$ cat src/rtl/evt_irq_pkg.sv
package evt_irq_pkg;
  localparam int unsigned ST_W     = 16;
  localparam int unsigned VEC_W    = $clog2(ST_W + 1);
  localparam int unsigned SEL_W    = 3;
  localparam int unsigned BUSY_BIT = 12;
  localparam int unsigned RXRDY_BIT = 3;
  localparam int unsigned TXRDY_BIT = 4;
  localparam int unsigned RXDMA_BIT = 15;
  localparam int unsigned TXDMA_BIT = 7;
  localparam int unsigned FORCE_BIT = 11;

  localparam logic [ST_W-1:0] STORE_MASK = ~(ST_W'(1) << BUSY_BIT);
  localparam logic [ST_W-1:0] SWCLR_MASK = 16'h63E7;
  localparam logic [ST_W-1:0] IE_MASK    = 16'h63FF;
  localparam logic [ST_W-1:0] WAKE_MASK  = 16'h636F;
  localparam logic [ST_W-1:0] FORCE_VAL  = 16'h063F;

  typedef enum logic [SEL_W-1:0] {
    SEL_STAT = 3'd0,
    SEL_IE   = 3'd1,
    SEL_WAKE = 3'd2,
    SEL_VEC  = 3'd3,
    SEL_DMA  = 3'd4,
    SEL_TEST = 3'd5
  } reg_sel_e;
endpackage

$ cat src/rtl/evt_status_reg.sv
module evt_status_reg
  import evt_irq_pkg::*;
(
  input  logic            clk_i,
  input  logic            rst_ni,
  input  logic [ST_W-1:0] set_i,
  input  logic [ST_W-1:0] hw_clr_i,
  input  logic [ST_W-1:0] sw_clr_i,   // raw write-one data
  input  logic [ST_W-1:0] vec_clr_i,
  input  logic            force_i,
  output logic [ST_W-1:0] stat_o
);
  logic [ST_W-1:0] stat_q, stat_d, clr_all, set_all;

  always_comb begin
    clr_all = hw_clr_i | (sw_clr_i & SWCLR_MASK) | vec_clr_i;
    set_all = set_i | (force_i ? FORCE_VAL : '0);
    // set has priority over any clear
    stat_d  = ((stat_q & ~clr_all) | set_all) & STORE_MASK;
  end

  always_ff @(posedge clk_i or negedge rst_ni) begin
    if (!rst_ni) stat_q <= '0;
    else         stat_q <= stat_d;
  end

  assign stat_o = stat_q;

  localparam logic [ST_W-1:0] HW_ONLY = STORE_MASK & ~SWCLR_MASK;

  p_set_wins_r5: assert property (@(posedge clk_i) disable iff (!rst_ni)
    (set_i != '0) |=> ((stat_q & $past(set_i & STORE_MASK)) == $past(set_i & STORE_MASK)));

  p_hw_only_bits_r4: assert property (@(posedge clk_i) disable iff (!rst_ni)
    (sw_clr_i != '0 && hw_clr_i == '0 && vec_clr_i == '0)
      |=> ((stat_q & $past(stat_q & HW_ONLY)) == $past(stat_q & HW_ONLY)));

  p_vec_ack_clears_r10: assert property (@(posedge clk_i) disable iff (!rst_ni)
    (vec_clr_i != '0 && (vec_clr_i & set_i) == '0 && !force_i)
      |=> ((stat_q & $past(vec_clr_i)) == '0));
endmodule

$ cat src/rtl/evt_mask_regs.sv
module evt_mask_regs
  import evt_irq_pkg::*;
(
  input  logic            clk_i,
  input  logic            rst_ni,
  input  logic            ie_we_i,
  input  logic            wake_we_i,
  input  logic            dma_we_i,
  input  logic [ST_W-1:0] wdata_i,
  output logic [ST_W-1:0] ie_o,
  output logic [ST_W-1:0] wake_o,
  output logic            rx_dma_en_o,
  output logic            tx_dma_en_o
);
  logic [ST_W-1:0] ie_q, wake_q;
  logic            rx_en_q, tx_en_q;

  always_ff @(posedge clk_i or negedge rst_ni) begin
    if (!rst_ni) begin
      ie_q    <= '0;
      wake_q  <= '0;
      rx_en_q <= 1'b0;
      tx_en_q <= 1'b0;
    end else begin
      if (ie_we_i)   ie_q   <= wdata_i & IE_MASK;
      if (wake_we_i) wake_q <= wdata_i & WAKE_MASK;
      if (dma_we_i) begin
        rx_en_q <= wdata_i[RXDMA_BIT];
        tx_en_q <= wdata_i[TXDMA_BIT];
        // DMA takes over a direction: drop its ready interrupt
        if (wdata_i[RXDMA_BIT]) ie_q[RXRDY_BIT] <= 1'b0;
        if (wdata_i[TXDMA_BIT]) ie_q[TXRDY_BIT] <= 1'b0;
      end
    end
  end

  assign ie_o        = ie_q;
  assign wake_o      = wake_q;
  assign rx_dma_en_o = rx_en_q;
  assign tx_dma_en_o = tx_en_q;

  p_rx_dma_masks_ie_r9: assert property (@(posedge clk_i) disable iff (!rst_ni)
    (dma_we_i && wdata_i[RXDMA_BIT]) |=> !ie_q[RXRDY_BIT]);

  p_tx_dma_masks_ie_r9: assert property (@(posedge clk_i) disable iff (!rst_ni)
    (dma_we_i && wdata_i[TXDMA_BIT]) |=> !ie_q[TXRDY_BIT]);

  p_ie_legal_r7: assert property (@(posedge clk_i) disable iff (!rst_ni)
    ie_we_i |=> ((ie_q & ~IE_MASK) == '0));
endmodule

$ cat src/rtl/evt_lowest_enc.sv
module evt_lowest_enc
  import evt_irq_pkg::*;
#(
  parameter int unsigned W  = ST_W,
  parameter int unsigned IW = $clog2(W + 1)
) (
  input  logic [W-1:0]  req_i,
  output logic [IW-1:0] idx_o,     // 1-based, 0 when none
  output logic [W-1:0]  onehot_o
);
  always_comb begin
    idx_o = '0;
    for (int i = W - 1; i >= 0; i--) begin
      if (req_i[i]) idx_o = IW'(i + 1);
    end
  end

  assign onehot_o = req_i & (~req_i + W'(1));

  always_comb begin
    assert ($onehot0(onehot_o)) else $error("p_onehot_ack_r10");
  end
endmodule

$ cat src/rtl/evt_irq_unit.sv
module evt_irq_unit
  import evt_irq_pkg::*;
#(
  parameter bit VEC_EN = 1'b1
) (
  input  logic        clk_i,
  input  logic        rst_ni,
  input  logic [15:0] set_i,
  input  logic [15:0] hw_clr_i,
  input  logic        bus_busy_i,
  input  logic        reg_we_i,
  input  logic        reg_re_i,
  input  logic [2:0]  reg_sel_i,
  input  logic [15:0] reg_wdata_i,
  output logic [15:0] reg_rdata_o,
  output logic        irq_o,
  output logic        rx_dma_req_o,
  output logic        tx_dma_req_o
);
  logic [ST_W-1:0]  stat, ie, wake, pend, ack_oh, vec_clr, sw_clr;
  logic [VEC_W-1:0] vec_idx;
  logic             rx_en, tx_en, force_on;
  reg_sel_e         sel;

  assign sel      = reg_sel_e'(reg_sel_i);
  assign sw_clr   = (reg_we_i && sel == SEL_STAT) ? reg_wdata_i : '0;
  assign force_on = reg_we_i && sel == SEL_TEST && reg_wdata_i[FORCE_BIT];
  assign pend     = stat & ie;

  evt_status_reg u_stat (
    .clk_i, .rst_ni,
    .set_i, .hw_clr_i,
    .sw_clr_i (sw_clr),
    .vec_clr_i(vec_clr),
    .force_i  (force_on),
    .stat_o   (stat)
  );

  evt_mask_regs u_masks (
    .clk_i, .rst_ni,
    .ie_we_i    (reg_we_i && sel == SEL_IE),
    .wake_we_i  (reg_we_i && sel == SEL_WAKE),
    .dma_we_i   (reg_we_i && sel == SEL_DMA),
    .wdata_i    (reg_wdata_i),
    .ie_o       (ie),
    .wake_o     (wake),
    .rx_dma_en_o(rx_en),
    .tx_dma_en_o(tx_en)
  );

  generate
    if (VEC_EN) begin : g_vec
      evt_lowest_enc #(.W(ST_W), .IW(VEC_W)) u_enc (
        .req_i   (pend),
        .idx_o   (vec_idx),
        .onehot_o(ack_oh)
      );
      assign vec_clr = (reg_re_i && sel == SEL_VEC) ? ack_oh : '0;
    end else begin : g_no_vec
      assign vec_idx = '0;
      assign ack_oh  = '0;
      assign vec_clr = '0;
    end
  endgenerate

  always_comb begin
    unique case (sel)
      SEL_STAT: reg_rdata_o = stat | (ST_W'(bus_busy_i) << BUSY_BIT);
      SEL_IE:   reg_rdata_o = ie;
      SEL_WAKE: reg_rdata_o = wake;
      SEL_VEC:  reg_rdata_o = ST_W'(vec_idx);
      SEL_DMA:  reg_rdata_o = (ST_W'(rx_en) << RXDMA_BIT) | (ST_W'(tx_en) << TXDMA_BIT);
      default:  reg_rdata_o = '0;
    endcase
  end

  assign irq_o        = |pend;
  assign rx_dma_req_o = rx_en & stat[RXRDY_BIT];
  assign tx_dma_req_o = tx_en & stat[TXRDY_BIT];

  p_irq_needs_enable_r6: assert property (@(posedge clk_i) disable iff (!rst_ni)
    irq_o |-> (ie != '0 && stat != '0));

  p_rx_req_gated_r8: assert property (@(posedge clk_i) disable iff (!rst_ni)
    rx_dma_req_o |-> rx_en);

  p_tx_req_gated_r8: assert property (@(posedge clk_i) disable iff (!rst_ni)
    tx_dma_req_o |-> tx_en);

  p_force_sets_r11: assert property (@(posedge clk_i) disable iff (!rst_ni)
    force_on |=> ((stat & FORCE_VAL) == FORCE_VAL));
endmodule

$ cat config.mk
export PLATFORM = sky130hd
export DESIGN_NAME = evt_irq_unit
export DESIGN_NICKNAME = d
export VERILOG_FILES = /design/src/rtl/evt_irq_pkg.sv /design/src/rtl/evt_status_reg.sv /design/src/rtl/evt_mask_regs.sv /design/src/rtl/evt_lowest_enc.sv /design/src/rtl/evt_irq_unit.sv
export SDC_FILE = /design/constraint.sdc
export NUM_CORES = 1
export LEC_CHECK = 0
export BUFFER_PORTS_ARGS = -buffer_cell sky130_fd_sc_hd__buf_2
export CORE_ASPECT_RATIO = 1.25
export CORE_UTILIZATION = 46
export DETAILED_ROUTE_END_ITERATION = 12
export GPL_ROUTABILITY_DRIVEN = 0
export PLACE_DENSITY = 0.77
export REMOVE_ABC_BUFFERS = 1
export SYNTH_ARGS = -nofsm -noshare
export SYNTH_HDL_FRONTEND = slang
export SYNTH_SLANG_ARGS = --single-unit
export TNS_END_PERCENT = 100
$ cat constraint.sdc
create_clock -name clk_i -period 1.65 [get_ports clk_i]
set_input_delay 0.0825 -clock clk_i [delete_from_list [all_inputs] [get_ports clk_i]]
set_output_delay 0.0825 -clock clk_i [all_outputs]
set_load 0.03 [all_outputs]
# After elaboration in Yosys (flattened, before gate mapping)

Cells that the tools add are included.

Flip-flop bits (word level): 39
Latch bits: 0
Bits in writable memories: 0
Bits in read-only memories: 0
Bits of input ports: 56
Output and inout port bits: 19
Logic and storage cells: 58
Memories kept: 0

Add/subtract/negate cells: 1
$mul: 0
Divide/modulo/power cells: 0
Order comparisons: 0
Equality and inequality tests: 5
Shift operators: 0
Muxes and demuxes: 24
Bitwise gates (word level): 13
Reductions and logical operators: 9

Operators with widths:

| kind                                                            | count |
|---|---|
| 5-bit two-way mux                                               | 17 |
| 16-bit case mux with 5 select lines                             | 1 |
| 16-bit OR                                                       | 3 |
| 16-bit bitwise AND                                              | 2 |
| 16-bit inverter                                                 | 2 |
| 16-bit by 1-bit adder with 16-bit output, second input constant | 1 |
| 16-bit by 15-bit bitwise AND with 16-bit output                 | 1 |
| 16-bit two-way mux                                              | 1 |
| 16-bit by 13-bit OR with 16-bit output                          | 1 |
| 16-bit by 15-bit OR with 16-bit output                          | 1 |
| 16-bit by 8-bit OR with 16-bit output                           | 1 |
| 16-bit OR reduction                                             | 1 |
| 15-bit two-way mux                                              | 1 |
| 11-bit two-way mux                                              | 1 |
| 1-bit logical AND                                               | 7 |
| 3-bit by 2-bit == test with 1-bit output, second input constant | 2 |
| 3-bit == test, second input constant                            | 2 |
| 3-bit by 1-bit == test with 1-bit output, second input constant | 1 |
| 3-bit logical NOT                                               | 1 |
| 1-bit bitwise AND                                               | 2 |
| 1-bit two-way mux                                               | 2 |
| 2-bit two-way mux                                               | 1 |

# Depth between registers and ports, before layout

Depth after elaboration: 18
Depth in mapped cells: 6

# By module

A second synthesis with hierarchy kept.

Cell total of the unflattened synthesis: 281
Area total of the unflattened synthesis: 2785.2 µm²

By module, submodules not included:

| module         | times used | cells an instance | area each (µm²) |
|---|---|---|---|
| evt_mask_regs  | 1          | 63                | 975.9 |
| evt_irq_unit   | 1          | 122               | 872.1 |
| evt_status_reg | 1          | 47                | 600.6 |
| evt_lowest_enc | 1          | 49                | 336.6 |

# Least setup slack after synthesis

Ideal clock, no wire load.

Kind: flip-flop to output port
Start: reg u_stat.stat_q[2], in the netlist u_stat.stat_o[2]
End: out reg_rdata_o[3]
Arrival: 1912 ps
Data required time: 1567 ps
Setup slack: -345 ps
Stages on the path, launching flop included: 6
Cells stage by stage: dfrtp_1 -> a22oi_1 -> and3_1 -> buf_2 -> inv_1 -> o32ai_1

Longest elaborated chain between the ends: 5

RTL lines:

| item                                            | RTL line             | RTL |
|---|---|---|
| from (decl)                                     | evt_status_reg.sv:13 | `logic [ST_W-1:0] stat_q, stat_d, clr_all, set_all;` |
| from (signal assigned)                          | evt_status_reg.sv:24 | `else stat_q <= stat_d;` |
| 16-bit by 15-bit bitwise AND with 16-bit output | evt_irq_unit.sv:28   | `assign pend = stat & ie;` |
| 5-bit two-way mux (3 in series)                 | evt_lowest_enc.sv:14 | `if (req_i[i]) idx_o = IW'(i + 1);` |
| 16-bit case mux with 5 select lines             | evt_irq_unit.sv:67   | `unique case (sel)` |
| to (decl)                                       | evt_irq_unit.sv:15   | `output logic [15:0] reg_rdata_o,` |

Every way passes these cells.

# Final worst setup path

Start: reg u_masks.ie_q[8], in the netlist u_masks.ie_o[8]
End: out reg_rdata_o[3]

Longest elaborated chain between the ends: 11

RTL lines:

| item                                            | RTL line             | RTL |
|---|---|---|
| from (decl)                                     | evt_mask_regs.sv:15  | `logic [ST_W-1:0] ie_q, wake_q;` |
| from (signal assigned)                          | evt_mask_regs.sv:25  | `if (ie_we_i) ie_q <= wdata_i & IE_MASK;` |
| 16-bit by 15-bit bitwise AND with 16-bit output | evt_irq_unit.sv:28   |  |
| 5-bit two-way mux (9 in series)                 | evt_lowest_enc.sv:14 |  |
| 16-bit case mux with 5 select lines             | evt_irq_unit.sv:67   |  |

Every way passes these cells.

==> impl_metrics.json <==
{
  "path_max_fanout": 3,
  "via_per_inst": 5.524,
  "start_util": 0.4807,
  "htreeDepth": 2,
  "ys.flop_type": "dfrtp_1",
  "timing.critical_path.from": "u_masks.ie_o[8]$_DFFE_PN0P_",
  "finalSetupViolCount": 4,
  "final_cells": 416,
  "grt_pass1_vias": 2216,
  "grt_pass1_wl_um": 10420,
  "die_x_um": 64.88,
  "num_vias": 2298,
  "grt_antenna_before_repair": 0,
  "violations": "negative setup slack",
  "place_inst": 379,
  "io_pins": 75,
  "crit_family": "compound AO/OA/AOI/OAI gates",
  "multi_input_area_mm2": 0.001265,
  "hold_path_class": "input pin to register",
  "p_per_area_mw_per_mm2": 887.7,
  "ir_worst_vdd_uv": 594.6,
  "port_buffers": 70,
  "fin_area_mm2": 0.003307,
  "fin_crit_sh": 1.059,
  "yosys.area.top_type": "dfrtp_1",
  "rows": 28,
  "wl_per_cell_um": 16.42,
  "critPathBufInv": 2,
  "regToRegSetupSlack_ns": 0.01,
  "syn-instance-count": 233,
  "totalWireLength_um": 6829,
  "postRouteAntennaNets": 0,
  "muxShareOfSynthArea": 0.1750,
  "yosysMostFrequentCell": "dfrtp_1",
  "period_needed_ns": 1.748,
  "slowest_delay_ns": 0.38,
  "drcViolationCount": 0,
  "cts_buffers": 5,
  "start_kind": "register",
  "synth_top_family_by_area": "simple AND/OR/NAND/NOR gates",
  "r2r-start": "u_masks.ie_o[2]$_DFFE_PN0P_",
  "synth_fa_ha_area_frac": 0,
  "finish.net_count": 413,
  "crit_top_cell": "buf_4",
  "drtPass1Iterations": 5,
  "async_flop_share": 1.000,
  "worstMarginPinSlew_ns": 0.4893,
  "fillers": 360,
  "yosys.cell_types.count": 41,
  "n_antenna_cell": 0,
  "fmax_mhz": 572.2,
  "outcome": "finished, violations left",
  "rsz0062_at_grt": "true",
  "track_usage": 0.2712,
  "path_class": "register to primary output",
  "endpoint_kind": "primary output",
  "worst_path_max_delay_cell": "dfrtp_1",
  "drive_above_1_share": 0.4494,
  "fin_ws_ns": -0.09779,
  "synth_simple_gate_area_frac": 0.1926,
  "path_cells": "a22o_1, a21oi_2, buf_4, nor2b_4, o32ai_2, buf_4",
  "ys_seq_area_frac": 0.4293,
  "ys_warn_count": 0,
  "cts_num_sinks": 39,
  "clkLatencyLatePin_ns": 0.29,
  "syn_avg_cell_area_um2": 9.757,
  "cts_buffer_depth": 2,
  "grt_start_max_net_pins": 23,
  "synth_compound_area_frac": 0.1513,
  "die_y_um": 80.60,
  "cts_tree": "built",
  "coreArea_mm2": 0.004730,
  "drtIter0Drc": 127,
  "ys_seq_elements": 39,
  "min_from": "reg_wdata_i[7]",
  "yosysTopAreaCellShare": 0.4293,
  "drv_slew": 0,
  "hpwl_um": 4650,
  "fp.dieArea_mm2": 0.005229,
  "grt_overflow": 0,
  "power_leakage_nw": 1.616,
  "critPathRequiredTime_ns": 1.57,
  "maxSlewHeadroom": 0.6724,
  "cts_root_buffer": "clkbuf_8",
  "path_clk_slew_ns": 0.06,
  "area_delta_synth_final_pct": 45.46,
  "maxCapViolCount": 0,
  "regArea_um2": 977.2,
  "critPathArrivalTime_ns": 1.67,
  "hold_viol": 0,
  "synth.area.top_cells": "dfrtp_1 43%, mux2_2 11%, mux2i_1 6.6%, a21oi_1 4.4%, nor2_1 3.6%",
  "synthXorXnorAreaFrac": 0,
  "synthTopCellsByCount": "39 x dfrtp_1, 22 x mux2_2, 22 x nor2_1, 21 x nand2_1, 20 x a21oi_1",
  "syn_area_mm2": 0.002273,
  "synth_edf_count": 0,
  "place_area_mm2": 0.002855,
  "fin_skew_ns": 0.003405
}
==> layer usage <==
layer / share of wire / vias up / track usage
met5: 0 / - / 0
met4: 0.017 / 0 / 0.09556
met3: 0.049 / 9 / 0.05966
met2: 0.53 / 79 / 0.4813
met1: 0.41 / 1120 / 0.3165
li1: - / 1090 / -
==> kinds of logic (layout without fill, tap and decap cells) <==
logic type / after synthesis / count (layout)
compound gates: 50 / 50
buf+inv: 24 / 147
flops: 39 / 39
mux: 37 / 37
simple gates: 83 / 83
==> sequential cells by signal (all words and copies together) (netlist names) <==
name / flops
u_masks.ie_o: 12
u_stat.stat_o: 15
u_masks.tx_dma_en_o: 1
u_masks.rx_dma_en_o: 1
u_masks.wake_o: 10
==> metrics by stage <==
| stage | setup slack (ns) | util | setup TNS (ns) | hold slack [ns] | power (W) |
|---|---|---|---|---|---|
| 5_1_grt | -0.1840 | 0.6992 | -0.7878 | 0.008575 | 0.003094 |
| 4_1_cts | -0.06849 | 0.6831 | -0.2514 | 0.01019 | 0.002851 |
| 2_1_floorplan | -0.3331 | - | -1.131 | -0.2131 | 0.001738 |
| 3_5_place_dp | 0.1010 | 0.6037 | 0 | 0.05189 | 0.002121 |
| 3_3_place_gp | 0.1111 | 0.6037 | 0 | 0.04332 | 0.002093 |
| 6_report | -0.09779 | 0.6992 | -0.3112 | 0.007831 | 0.002936 |
==> layout by cell type (no fill, tap or decap), drive strengths merged, types with 4 or more instances in the layout <==
master	count
mux2	22
a22oi	4
dlygate4sd3	17
nand4	4
nor2	22
inv	12
buf	112
nor3	4
nand2b	5
dfrtp	39
and2	7
nand2	21
a41o	5
mux2i	15
nand3	6
a21oi	20
clkbuf	6
==> worst register-to-register path, delay by kind of cell (launching register included) <==
| kind | cells | cell delay, ns |
|---|---|---|
| DFF | 1 | 0.42 |
| buffers and inverters | 3 | 0.32 |
| and+or+nand+nor | 2 | 0.33 |
| AOI/OAI and AO/OA | 2 | 0.48 |
==> final timing paths <==
check                           depth (start not counted)                             to
worst max-delay path                                    6                 reg_rdata_o[3]
worst min-delay path                                    2      u_masks.ie_o[4]$_DFF_PN0_
worst max register to register                          7    u_stat.stat_o[14]$_DFF_PN0_
worst min register to register                          1    u_stat.stat_o[11]$_DFF_PN0_
max in group asynchronous                               3  u_masks.wake_o[5]$_DFFE_PN0P_
min in group asynchronous                               2      u_masks.ie_o[3]$_DFF_PN0_
==> cell type report <==
cell class              instances  area share
multi-input cells             170      0.3825
flip-flops and latches         39      0.2955
repair buffers                129      0.2637
well taps                      60     0.02270
clock buffers                   6     0.02194
inverters                      12     0.01362
==> where the power goes <==
| group | internal, W | total [W] | switching (W) |
|---|---|---|---|
| Clock | 0.000281 | 0.000587 | 0.000306 |
| Combinational | 0.000564 | 0.00112 | 0.000552 |
| Sequential | 0.00111 | 0.00123 | 0.000120 |
| Total | 0.00196 | 0.00294 | 0.000977 |
==> repair_timing <==
action | CTS | global route
pin swaps | 5 | 13
hold buffers | 17 | 0
hold endpoints to repair | 33 | 0
endpoints found under the setup margin | 5 | 6
gates resized for setup | 16 | 15
buffers inserted | 11 | 3
No activity file was read; power rests on OpenSTA's default activity.
